===== src/rtl/syn_pwr_pkg.sv =====
package syn_pwr_pkg;
    localparam int NUM_CH = 2;
    localparam int CH_IF  = 0;
    localparam int CH_RF  = 1;
    localparam int MODE_W = 3;

    typedef enum logic [1:0] {
        PWR_ON   = 2'd0,
        PWR_TRI  = 2'd1,
        PWR_DOWN = 2'd2
    } pwr_state_e;

    typedef enum logic [MODE_W-1:0] {
        MUX_LOW       = 3'd0,
        MUX_IF_LOCK   = 3'd1,
        MUX_RF_LOCK   = 3'd2,
        MUX_BOTH_LOCK = 3'd3,
        MUX_IF_CRST   = 3'd4,
        MUX_RF_CRST   = 3'd5,
        MUX_BOTH_CRST = 3'd6,
        MUX_FAST      = 3'd7
    } mux_mode_e;
endpackage


===== src/rtl/chan_pwr_fsm.sv =====
module chan_pwr_fsm
    import syn_pwr_pkg::*;
(
    input  logic clk,
    input  logic rst_n,
    input  logic wr_i,
    input  logic pd_bit_i,
    input  logic tri_bit_i,
    input  logic crst_i,
    input  logic gain_wr_i,
    input  logic gain_bit_i,
    output logic cp_tri_o,
    output logic pwr_down_o,
    output logic cp_max_o
);
    pwr_state_e state_q, state_d;
    logic       tri_q;
    logic       gain_q;

    // state register
    always_ff @(posedge clk or negedge rst_n) begin
        if (!rst_n) begin
            state_q <= PWR_DOWN;
            tri_q   <= 1'b0;
            gain_q  <= 1'b0;
        end else begin
            state_q <= state_d;
            if (wr_i)      tri_q  <= tri_bit_i;
            if (gain_wr_i) gain_q <= gain_bit_i;
        end
    end

    // next state: the route is chosen from the tristate bit stored before this write
    always_comb begin
        state_d = state_q;
        unique case (state_q)
            PWR_ON: begin
                if (wr_i && pd_bit_i) state_d = tri_q ? PWR_DOWN : PWR_TRI;
            end
            PWR_TRI: begin
                if (wr_i && !pd_bit_i) state_d = PWR_ON;
                else                   state_d = PWR_DOWN;
            end
            PWR_DOWN: begin
                if (wr_i && !pd_bit_i) state_d = PWR_ON;
            end
            default: state_d = PWR_DOWN;
        endcase
    end

    // outputs
    always_comb begin
        cp_tri_o   = tri_q | crst_i;
        pwr_down_o = 1'b0;
        unique case (state_q)
            PWR_ON:   ;
            PWR_TRI:  cp_tri_o = 1'b1;
            PWR_DOWN: begin
                cp_tri_o   = 1'b1;
                pwr_down_o = 1'b1;
            end
            default:  pwr_down_o = 1'b1;
        endcase
        cp_max_o = gain_q;
    end

    AST_TRI_BEFORE_PD: assert property (@(posedge clk) disable iff (!rst_n)
        $rose(pwr_down_o) |-> $past(cp_tri_o));
    AST_SYNC_STEP: assert property (@(posedge clk) disable iff (!rst_n)
        (state_q == PWR_ON && wr_i && pd_bit_i && !tri_q) |=> (state_q == PWR_TRI && !pwr_down_o));
    AST_ASYNC_PD: assert property (@(posedge clk) disable iff (!rst_n)
        (wr_i && pd_bit_i && tri_q) |=> pwr_down_o);
    AST_PWR_UP: assert property (@(posedge clk) disable iff (!rst_n)
        (wr_i && !pd_bit_i) |=> (state_q == PWR_ON));
endmodule


===== src/rtl/mode_mux.sv =====
module mode_mux
    import syn_pwr_pkg::*;
(
    input  logic              clk,
    input  logic              rst_n,
    input  logic              mode_wr_i,
    input  logic [MODE_W-1:0] mode_sel_i,
    input  logic [NUM_CH-1:0] lock_i,
    input  logic              fast_i,
    output logic [NUM_CH-1:0] crst_o,
    output logic              mux_o
);
    mux_mode_e mode_q;

    always_ff @(posedge clk or negedge rst_n) begin
        if (!rst_n)         mode_q <= MUX_LOW;
        else if (mode_wr_i) mode_q <= mux_mode_e'(mode_sel_i);
    end

    always_comb begin
        crst_o = '0;
        mux_o  = 1'b0;
        unique case (mode_q)
            MUX_LOW:       ;
            MUX_IF_LOCK:   mux_o = lock_i[CH_IF];
            MUX_RF_LOCK:   mux_o = lock_i[CH_RF];
            MUX_BOTH_LOCK: mux_o = lock_i[CH_IF] & lock_i[CH_RF];
            MUX_IF_CRST:   crst_o[CH_IF] = 1'b1;
            MUX_RF_CRST:   crst_o[CH_RF] = 1'b1;
            MUX_BOTH_CRST: crst_o = '1;
            MUX_FAST:      mux_o = fast_i;
            default:       ;
        endcase
    end

    AST_BOTH_LOCK: assert property (@(posedge clk) disable iff (!rst_n)
        (mode_q == MUX_BOTH_LOCK && mux_o) |-> (&lock_i));
    AST_CRST_MUX_LOW: assert property (@(posedge clk) disable iff (!rst_n)
        (|crst_o) |-> !mux_o);
endmodule


===== src/rtl/syn_chan_ctrl.sv =====
module syn_chan_ctrl
    import syn_pwr_pkg::*;
(
    input  logic        clk,
    input  logic        rst_n,
    input  logic [1:0]  cfg_wr,
    input  logic [1:0]  cfg_pd,
    input  logic [1:0]  cfg_tri,
    input  logic [1:0]  gain_wr,
    input  logic [1:0]  gain_bit,
    input  logic        mode_wr,
    input  logic [2:0]  mode_sel,
    input  logic [1:0]  lock_in,
    output logic [1:0]  cnt_rst,
    output logic [1:0]  div_load,
    output logic [1:0]  cp_tri,
    output logic [1:0]  cp_max,
    output logic [1:0]  debias,
    output logic        ref_osc_en,
    output logic        fl_sw,
    output logic        mux_out
);
    logic [NUM_CH-1:0] crst;
    logic [NUM_CH-1:0] pwr_down;

    mode_mux u_mode (
        .clk        (clk),
        .rst_n      (rst_n),
        .mode_wr_i  (mode_wr),
        .mode_sel_i (mode_sel),
        .lock_i     (lock_in),
        .fast_i     (cp_max[CH_RF]),
        .crst_o     (crst),
        .mux_o      (mux_out)
    );

    for (genvar c = 0; c < NUM_CH; c++) begin : g_ch
        chan_pwr_fsm u_fsm (
            .clk        (clk),
            .rst_n      (rst_n),
            .wr_i       (cfg_wr[c]),
            .pd_bit_i   (cfg_pd[c]),
            .tri_bit_i  (cfg_tri[c]),
            .crst_i     (crst[c]),
            .gain_wr_i  (gain_wr[c]),
            .gain_bit_i (gain_bit[c]),
            .cp_tri_o   (cp_tri[c]),
            .pwr_down_o (pwr_down[c]),
            .cp_max_o   (cp_max[c])
        );

        AST_CRST_TRI: assert property (@(posedge clk) disable iff (!rst_n)
            cnt_rst[c] |-> cp_tri[c]);
    end

    assign cnt_rst    = crst;
    assign div_load   = pwr_down;
    assign debias     = pwr_down;
    assign ref_osc_en = ~(&pwr_down);
    assign fl_sw      = cp_max[CH_RF];

    AST_REF_RUNS_ONE_UP: assert property (@(posedge clk) disable iff (!rst_n)
        (div_load != 2'b11) |-> ref_osc_en);
endmodule


===== config.mk =====
export PLATFORM = sky130hd
export DESIGN_NAME = syn_chan_ctrl
export DESIGN_NICKNAME = d
export VERILOG_FILES = /design/src/rtl/syn_pwr_pkg.sv /design/src/rtl/chan_pwr_fsm.sv /design/src/rtl/mode_mux.sv /design/src/rtl/syn_chan_ctrl.sv
export SDC_FILE = /design/constraint.sdc
export NUM_CORES = 1
export LEC_CHECK = 0
export BUFFER_PORTS_ARGS = -buffer_cell sky130_fd_sc_hd__buf_4
export CORE_MARGIN = 2
export CORE_UTILIZATION = 37
export DETAILED_ROUTE_END_ITERATION = 10
export MAX_ROUTING_LAYER = met4
export PLACE_DENSITY = 0.67
export SETUP_SLACK_MARGIN = 0.15
export SLEW_MARGIN = 20
export SYNTH_ARGS = -nofsm -noshare
export SYNTH_HDL_FRONTEND = slang
export SYNTH_SLANG_ARGS = --single-unit

===== constraint.sdc =====
create_clock -name clk -period 1.65 [get_ports clk]
set_input_delay 0.33 -clock clk [delete_from_list [all_inputs] [get_ports clk]]
set_output_delay 0.33 -clock clk [all_outputs]
set_load 0.01 [all_outputs]

==> impl_metrics.py, run 1 <==
metrics = {
    "run_status": {
        "status": "finished with violations",
        "violations": "setup timing",
    },
    "run": {
        "max_cap_viol_count": 0,
    },
    "power_and_ir_drop": {
        "vdd_drop_max_v": 0.000877,
        "seqPwrFrac_pct": 23.7,
        "pwr_density_cell_nw_per_um2": 1470,
        "pwr-share-clk_pct": 10.1,
        "swShare_pct": 37.0,
        "p_leak_nw": 0.565,
        "combPwrFrac_pct": 66.2,
        "switchingPower_mw": 0.658,
        "p_int_mw": 1.12,
    },
    "min_path": {
        "holdCritPathClass": "in2reg",
    },
    "critical_path": {
        "worstSetupPathType": "reg2out",
        "required_ps": 1320,
        "path_buf_inv": 2,
        "path_cells": "inv_4 > ha_4 > or3_4 > buf_6",
        "cp_data_arrival_time_ps": 1520,
        "cp-end-kind": "output pin",
        "slowest_delay_ps": 560,
        "start_kind": "flop",
        "crit_fanout": 2,
        "path_delay_family": "flip-flops",
        "slowest_stage": "dfstp_2",
    },
    "logic_synthesis": {
        "synth_cell_type_count": 23,
        "synth_top_area_share_pct": 30.0,
        "syn_area_sq_um": 752,
        "synth_common_cells": "10 x buf_4, 9 x dfrtp_1, 8 x ha_1",
        "syn_inst": 72,
        "synth_area_leader_cell": "dfrtp_1",
        "yosys_warnings": 0,
        "ys.flop_type": "dfrtp_1",
        "yosysSeqAreaShare_pct": 36.9,
        "synth_seq_cells": 11,
        "ys_top_cells_by_area": "dfrtp_1 30%, ha_1 13%, buf_4 10%",
        "synth.avg_cell_area_sq_um": 10.4,
        "synth.most_common_cell": "buf_4",
        "synthArstFlopShare_pct": 100,
        "synth_nets": 98,
        "synth_edf_count": 0,
    },
    "grt": {
        "grt.overflow.total": 0,
        "grt_pass1_wl_mm": 2.49,
        "grt_max_degree": 12,
        "grt_pass1_vias": 601,
        "grt_use_total_pct": 13.1,
        "antenna_found_initial": 0,
    },
    "floorplanning": {
        "die_w_um": 49.1,
        "initial_core_util_pct": 38.7,
        "core_area_sq_um": 1940,
        "rows": 16,
        "ios": 31,
        "die_y_um": 49.1,
        "die_area_sq_um": 2410,
    },
    "route": {
        "vias": 631,
        "drtIter0Drc": 3,
        "detail-route-antenna-nets": 0,
        "viasPerCell": 4.67,
        "routed_wl_mm": 1.60,
        "first_pass_iters": 4,
        "wl_per_cell_um": 11.8,
        "drc_errors": 0,
    },
    "final_layout": {
        "drive_above_1_share_pct": 66.7,
        "syn_to_final_growth_pct": 61.1,
        "fin_nets": 135,
        "final_area_sq_um": 1210,
        "fin_util_pct": 62.4,
        "nFillCells": 164,
        "finalNonFillerCells": 135,
        "antenna_cells": 0,
    },
    "sta": {
        "worstMarginPinSlew_ps": 217,
        "rsz0062_at_grt": "yes",
        "relSlewSlack_pct": 85.5,
        "hold_viol": 0,
        "setup_tns_ps": -875,
        "layout_setup_ws_ps": -196,
        "worst_hold_slack_ps": 279,
        "max_freq_mhz": 542,
        "layout_min_cycle_time_ps": 1850,
        "post-route-period-util_pct": 112,
        "maxSlewViolCount": 0,
        "setup_viol": 7,
        "finClkSkew_ps": 0.0817,
    },
    "placement": {
        "placed_cells": 120,
        "dp_hpwl_mm": 1.14,
        "place.gp.congestion": 0.684,
        "io_buffers": 30,
        "placed_cell_area_sq_um": 943,
    },
    "clocking": {
        "cts_tree": "yes",
        "cts_num_sinks": 11,
        "insertion_delay_ps": 260,
        "numCtsBuffers": 3,
        "htree_levels": 1,
        "clk_pin_slew_ps": 70,
        "cts.path.max_buffers": 2,
        "cts-root-buf": "clkbuf_4",
    },
}
-- flip-flops by register name (all words and copies together), names as in the netlist --
signal and cells:
g_ch.u_fsm.tri_q 2, g_ch.u_fsm.state_q 4, u_mode.mode_q 3, g_ch.u_fsm.cp_max_o 2
-- per-stage QoR --
step / power (mW) / setup WS (ps)
4_1_cts: 1.58 / -238
3_5_place_dp: 1.12 / 22.1
2_1_floorplan: 0.964 / 66.7
3_3_place_gp: 1.09 / 49.5
5_1_grt: 1.92 / -240
6_report: 1.78 / -196
-- power by group through the flow --
stage               Sequential (mW)  Clock [mW]  Combinational [mW]
floorplan                     0.399           0               0.565
global placement              0.405           0               0.686
detailed placement            0.411           0               0.706
CTS                           0.399       0.187               0.998
global route                  0.431       0.196                1.29
finish                        0.422       0.179                1.18
-- what timing repair did --
| item | CTS | global route |
|---|---|---|
| resized for setup | 18 | 18 |
| setup buffers | 5 | 5 |
| hold endpoints to repair | 9 | 0 |
| pin swaps | 3 | 7 |
| hold buffers | 1 | 0 |
| endpoints found under the setup margin | 9 | 11 |
-- kinds of logic (layout without fill, tap and decap cells) --
group / count (synthesis) / count (layout) / share of synthesized area (%)
simple gates: 19 / 19 / 13.8
buf+inv: 14 / 50 / 12.0
mux: 11 / 11 / 15.8
flops: 11 / 11 / 36.9
fa+ha+maj: 8 / 8 / 13.3
compound gates: 8 / 8 / 6.99
xor+xnor: 1 / 1 / 1.16
-- final cells by class --
cell class / count / area [sq um] / area share, %
sequential: 11 / 279 / 23.0
clock buffer: 4 / 26.3 / 2.17
multi-input combinational: 47 / 503 / 41.5
tap: 27 / 33.8 / 2.79
timing repair buffer: 42 / 352 / 29.0
inverter: 4 / 17.5 / 1.45
-- final timing paths --
path                                                from                  endpoint  slack, ps  depth (start not counted)
worst min-delay path                         mode_sel[1]          u_mode.mode_q[1]        280                          2
min in group asynchronous                          rst_n          u_mode.mode_q[2]        430                          2
worst max register to register  g_ch[1].u_fsm.state_q[1]  g_ch[1].u_fsm.state_q[0]        200                          6
worst min register to register    g_ch[0].u_fsm.cp_max_o    g_ch[0].u_fsm.cp_max_o        500                          1
max in group asynchronous                          rst_n  g_ch[1].u_fsm.state_q[1]       1000                          2
worst max-delay path            g_ch[1].u_fsm.state_q[1]                 cp_tri[1]       -200                          4
-- placed cells by master (no fill, tap or decap) --
cell	count
nand3_1	3
xor2_1	1
nor3_1	2
dlygate4sd3_1	1
a221oi_2	2
clkbuf_1	1
or3_4	2
inv_2	3
dfrtp_1	8
nor2_4	2
inv_4	1
a21oi_2	2
buf_6	9
ha_1	2
and3_4	1
ha_2	2
ha_4	4
nor2_1	2
and2_4	1
buf_4	32
clkbuf_4	3
nor2b_2	1
nand2_2	1
mux2_1	6
dfrtp_2	1
o21ai_1	1
mux2i_1	4
dfstp_2	2
nor3b_2	1
mux2_2	1
nand2b_1	3
o21ai_2	1
a21o_1	2
-- metal layers --
layer  up-vias  track usage, %  wire [um]
li1        312               -          -
met1       294            16.9        711
met2        25            21.8        811
met3         0           0.920         74
met4         0            4.29          0
met5         -               -          0
(Power assumes the default switching activity.)
==> run 2, diff against run 1 <==
- CAP_MARGIN: not set -> 20
- CORE_UTILIZATION: 37 -> 42
- PLACE_DENSITY: 0.67 -> 0.74
- SLEW_MARGIN: 20 -> not set
==> run 2 against run 1 <==
The flow still finishes with violations (setup timing). Sequential cell count is the same. Design area fell by 3.4%. Die area down 11%. Register-to-register slack hardly changed.
==> impl_metrics.py, run 2 (synthesis results as in run 1) <==
metrics = {
    "placement": {
        "place.gp.congestion": 0.833,
        "dp_hpwl_mm": 1.14,
        "placed_cell_area_sq_um": 941,
        "io_buffers": 30,
        "pre_cts_ws_ps": 20.5,
        "placed_cells": 118,
    },
    "min_path": {
        "hold_depth": 2,
        "holdCritPathClass": "in2reg",
    },
    "sta": {
        "post-route-period-util_pct": 112,
        "max_freq_mhz": 541,
        "worst_hold_slack_ps": 281,
        "setup_tns_ps": -912,
        "worstMarginPinSlew_ps": 245,
        "maxSlewViolCount": 0,
        "layout_setup_ws_ps": -199,
        "finClkSkew_ps": 1.15,
        "relSlewSlack_pct": 83.7,
        "setup_viol": 7,
        "layout_min_cycle_time_ps": 1850,
        "rsz0062_at_grt": "yes",
        "hold_viol": 0,
    },
    "critical_path": {
        "crit_cells": 4,
        "reg2reg_from": "g_ch[1].u_fsm.state_q[1]",
        "path_buf_inv": 2,
        "startpoint": "g_ch[0].u_fsm.state_q[1]",
        "path_delay_family": "flip-flops",
        "slowest_delay_ps": 560,
        "worstSetupPathType": "reg2out",
        "crit_fanout": 3,
        "cp_data_arrival_time_ps": 1520,
        "endpoint": "cp_tri[0]",
        "cp-end-kind": "output pin",
        "rrSetupSlack_ps": 200,
        "r2r-end": "g_ch[1].u_fsm.state_q[1]",
        "r2r_cells": 5,
        "slowest_stage": "dfstp_2",
        "required_ps": 1320,
        "start_kind": "flop",
        "path_cells": "inv_4 > ha_4 > or3_4 > buf_6",
    },
    "route": {
        "drtIter0Drc": 2,
        "detail-route-antenna-nets": 0,
        "viasPerCell": 4.81,
        "vias": 620,
        "routed_wl_mm": 1.58,
        "drc_errors": 0,
        "first_pass_iters": 3,
        "wl_per_cell_um": 12.2,
    },
    "clocking": {
        "cts-root-buf": "clkbuf_4",
        "insertion_delay_ps": 260,
        "cts_tree": "yes",
        "clk_pin_slew_ps": 70,
        "htree_levels": 1,
        "cts_num_sinks": 11,
        "numCtsBuffers": 3,
        "cts.path.max_buffers": 2,
    },
    "final_layout": {
        "final_common_cell": "buf_4",
        "finalNonFillerCells": 129,
        "largest_reg_flops": 4,
        "nFillCells": 137,
        "layout_common_cells": "29 x buf_4, 8 x buf_6, 7 x dfrtp_1, 6 x mux2_1, 4 x ha_4",
        "top_regs": "g_ch.u_fsm.state_q x4, u_mode.mode_q x3",
        "drive_above_1_share_pct": 64.4,
        "syn_to_final_growth_pct": 55.6,
        "fin_util_pct": 68.5,
        "antenna_cells": 0,
        "final_area_sq_um": 1170,
        "regMostFlops": "g_ch.u_fsm.state_q",
        "fin_nets": 131,
    },
    "grt": {
        "grt_pass1_vias": 581,
        "grt.overflow.total": 0,
        "antenna_found_initial": 0,
        "grt_use_total_pct": 15.6,
        "grt_pass1_wl_mm": 2.32,
        "grt_max_degree": 12,
    },
    "power_and_ir_drop": {
        "pwr_density_cell_nw_per_um2": 1480,
        "p_total_mw": 1.73,
        "p_leak_nw": 0.543,
        "vdd_drop_max_v": 0.000653,
    },
    "run_status": {
        "violations": "setup timing",
        "status": "finished with violations",
    },
    "floorplanning": {
        "core_area_sq_um": 1710,
        "die_w_um": 46.3,
        "rows": 15,
        "die_area_sq_um": 2150,
        "initial_core_util_pct": 44.0,
        "ios": 31,
        "die_y_um": 46.3,
    },
    "run": {
        "max_cap_viol_count": 0,
    },
}
[run 2: worst reg2reg max path, cell delays in order, from the launching register on]
cell and delay (ps):
dfstp_2 550, buf_4 110, ha_1 180, mux2i_1 110
a21oi_2 190, mux2i_1 230
[run 2: worst min path at each step]
stage,from,endpoint
after global placement,rst_n,u_mode.mode_q[1]
after floorplan,rst_n,g_ch[0].u_fsm.cp_max_o
final,gain_bit[0],g_ch[0].u_fsm.cp_max_o
after detailed placement,rst_n,u_mode.mode_q[1]
after global routing,gain_bit[1],g_ch[1].u_fsm.cp_max_o
after CTS,gain_bit[0],g_ch[0].u_fsm.cp_max_o
[run 2: layer usage]
metal | track usage [%] | wire length [um]
met4 | 5.14 | 7
met2 | 26.9 | 863
met3 | 2.35 | 69
met1 | 18.4 | 639
met5 | - | 0
[run 2: area by class of cell]
type / instances / area, sq um / share of cell area, %
Clock buffer: 3 / 22.5 / 1.93
Clock inverter: 1 / 5.00 / 0.428
Inverter: 4 / 17.5 / 1.50
Multi-Input combinational cell: 47 / 495 / 42.4
Sequential cell: 11 / 280 / 24.0
Tap cell: 25 / 31.3 / 2.67
Timing Repair Buffer: 38 / 318 / 27.2
[run 2: what timing repair did]
item                                   4_1_cts  5_1_grt
pin swaps                                    4        2
gates resized for setup                     18       15
hold buffers                                 1        0
setup buffers                                4        2
endpoints found under the hold margin        9        0
setup endpoints to repair                    8       13
[run 2: power by group]
part,internal [mW],total (mW),switching [mW]
logic,0.645,1.14,0.495
registers,0.349,0.413,0.0640
clock network,0.0895,0.180,0.0908
==> run 3, diff against run 2 <==
- BUFFER_PORTS_ARGS: -buffer_cell sky130_fd_sc_hd__buf_4 -> -buffer_cell sky130_fd_sc_hd__buf_2
- CORE_UTILIZATION: 42 -> 43
- PLACE_DENSITY: 0.74 -> 0.73
- SYNTH_HIERARCHICAL: not set -> 1
- clock period: 1.65 -> 2.3 ns (I/O delays scaled with it)
==> run 3 against run 2 <==
The run now ends clean. Sequential cell count unchanged. Power is 51% lower. Critical path depth is the same. Design area shrank 23%. Die area shrank 5.7%. Via count fell by 8.1%. Worst setup slack gained 450 ps. First-iteration DRC count increased to 3.0 times the previous value. Critical path type unchanged. Critical endpoint is now cp_tri[1]. Largest cell class unchanged. Largest power group unchanged. Highest routed layer unchanged.
==> impl_metrics.py, run 3 <==
metrics = {
    "logic_synthesis": {
        "synth.most_common_cell": "ha_1",
        "synth_cell_type_count": 20,
        "yosysSeqAreaShare_pct": 38.5,
        "synthArstFlopShare_pct": 100,
        "syn_inst": 64,
        "syn_area_sq_um": 722,
        "synth_area_leader_cell": "dfrtp_1",
        "synth_edf_count": 0,
        "ys.flop_type": "dfrtp_1",
        "ys_top_cells_by_area": "dfrtp_1 31%, ha_1 17%, mux2_2 11%",
        "synth.avg_cell_area_sq_um": 11.3,
        "synth_nets": 92,
        "yosys_warnings": 6,
        "synth_seq_cells": 11,
        "synth_common_cells": "10 x ha_1, 9 x dfrtp_1, 7 x mux2_2",
        "synth_top_area_share_pct": 31.2,
    },
    "power_and_ir_drop": {
        "p_leak_nw": 0.462,
        "pwr_density_cell_nw_per_um2": 953,
        "vdd_drop_max_v": 0.000459,
    },
    "sta": {
        "relSlewSlack_pct": 83.8,
        "layout_min_cycle_time_ps": 2050,
        "worstMarginPinSlew_ps": 243,
        "post-route-period-util_pct": 89.2,
        "setup_tns_ps": 0,
        "finClkSkew_ps": 0.114,
        "hold_viol": 0,
        "setup_viol": 0,
        "max_freq_mhz": 487,
        "rsz0062_at_grt": "no",
        "maxSlewViolCount": 0,
    },
    "grt": {
        "grt.overflow.total": 0,
        "grt_use_total_pct": 15.7,
        "grt_pass1_vias": 573,
        "grt_pass1_wl_mm": 2.30,
        "antenna_found_initial": 0,
        "grt_max_degree": 12,
    },
    "critical_path": {
        "cp_data_arrival_time_ps": 1590,
        "worstSetupPathType": "reg2out",
        "path_cells": "inv_1 > ha_1 > or3_1 > buf_2",
        "slowest_delay_ps": 540,
        "required_ps": 1840,
        "slowest_stage": "dfstp_2",
        "crit_fanout": 4,
        "cp-end-kind": "output pin",
        "start_kind": "flop",
        "reg2reg_from": "g_ch[0].u_fsm/state_q[1]",
        "startpoint": "g_ch[1].u_fsm/state_q[1]",
    },
    "min_path": {
        "holdCritPathClass": "in2async",
    },
    "route": {
        "detail-route-antenna-nets": 0,
        "first_pass_iters": 4,
        "vias": 570,
        "drtIter0Drc": 6,
        "top_layer_used": "met4",
        "routed_wl_mm": 1.29,
        "wl_per_cell_um": 11.6,
        "drc_errors": 0,
        "dr_wl_met3_um": 94,
        "m1WireLength_um": 549,
        "viasPerCell": 5.14,
        "route.met2.wl_um": 636,
    },
    "final_layout": {
        "syn_to_final_growth_pct": 24.1,
        "antenna_cells": 0,
        "drive_above_1_share_pct": 46.3,
        "regMostFlops": "g_ch.u_fsm/state_q",
        "final_common_cell": "buf_2",
        "finalNonFillerCells": 111,
        "largest_reg_flops": 4,
        "nFillCells": 153,
        "layout_common_cells": "30 x buf_2, 10 x ha_1, 9 x dfrtp_1, 7 x mux2_2",
        "fin_nets": 124,
        "top_regs": "g_ch.u_fsm/state_q x4, u_mode/mode_q x3",
    },
    "floorplanning": {
        "die_w_um": 45.0,
        "ios": 31,
        "die_y_um": 45.0,
        "rows": 14,
        "initial_core_util_pct": 46.8,
        "core_area_sq_um": 1540,
        "die_area_sq_um": 2020,
    },
    "clocking": {
        "post_cts_buffers": 0,
        "cts-root-buf": "clkbuf_4",
        "cts_tree": "yes",
        "postCtsHoldBufs": 0,
        "cts.path.max_buffers": 2,
        "cts_num_sinks": 11,
        "insertion_delay_ps": 260,
        "htree_levels": 1,
        "clk_pin_slew_ps": 60,
        "cts_resized": 0,
        "numCtsBuffers": 3,
    },
    "run": {
        "max_cap_viol_count": 0,
    },
    "placement": {
        "place.gp.congestion": 0.665,
        "dp_hpwl_mm": 1.11,
        "io_buffers": 30,
        "placed_cells": 107,
    },
    "run_status": {
        "status": "complete, no violations",
    },
}
[run 3: cell count changes in the layout (fill, tap and decap cells not counted), moves of 6 or more]
cell    change
buf_2      +30
buf_4      -29
buf_6       -8
ha_1        +7
mux2_1      -6
mux2_2      +6
[run 3: cells by family (layout without fill, tap and decap cells)]
| kind of cell | count (synthesis) | in the layout | synth area share, % |
|---|---|---|---|
| xor gates and xnor gates | 1 | 1 | 1.21 |
| buffers and inverters | 8 | 39 | 5.72 |
| and+or+nand+nor | 17 | 17 | 12.7 |
| adders and majority gates | 10 | 10 | 17.3 |
| AOI/OAI and AO/OA | 7 | 7 | 9.53 |
| muxes | 10 | 10 | 15.1 |
| DFF | 11 | 11 | 38.5 |
[run 3: area by class of cell]
type	instances	area [sq um]	share of cell area, %
tap	16	20.0	2.23
timing repair buffer	30	150	16.8
inverter	5	18.8	2.09
clock buffer	4	26.3	2.93
sequential	11	278	31.0
multi-input combinational	45	403	45.0
[run 3: power by group]
| part | internal [mW] | total (mW) | switching [mW] |
|---|---|---|---|
| combinational | 0.207 | 0.436 | 0.229 |
| clock | 0.0670 | 0.125 | 0.0583 |
| sequential | 0.249 | 0.293 | 0.0431 |
[run 3: final timing paths]
path                                            end  slack (ps)  depth (start not counted)
setup reg to reg           g_ch[0].u_fsm/state_q[1]         990                          4
hold reg to reg              g_ch[0].u_fsm/cp_max_o         520                          1
min in group clk                g_ch[1].u_fsm/tri_q         430                          2
setup / recovery                          cp_tri[1]         250                          4
hold / removal             g_ch[1].u_fsm/state_q[0]          50                          1
max in group asynchronous  g_ch[0].u_fsm/state_q[1]        1990                          1
[run 3: worst max-delay path: cells and delay by family (launching register included)]
family | cells | cell delay, ps
flip-flops | 1 | 540
buffers and inverters | 2 | 220
adder cells (fa/ha/maj) | 1 | 260
AND/OR/NAND/NOR | 1 | 300
[run 3: metal layers]
layer,global-route usage (%),up-vias
li1,-,281
met1,19.2,262
met2,26.3,25
met3,2.40,2
met4,5.29,0
met5,-,-
[run 3: metrics by stage]
step                power (mW)  cell area, sq um  worst slack (ps)  utilization (%)  hold WS (ps)
finish                   0.854               896               247             58.1          52.4
global route             0.938               896               173             58.1          62.5
detailed placement       0.740               870               529             56.4           336
global placement         0.720               870               558             56.4           338
floorplan                0.620               722               646                -           164
CTS                      0.867               896               242             58.1          55.4
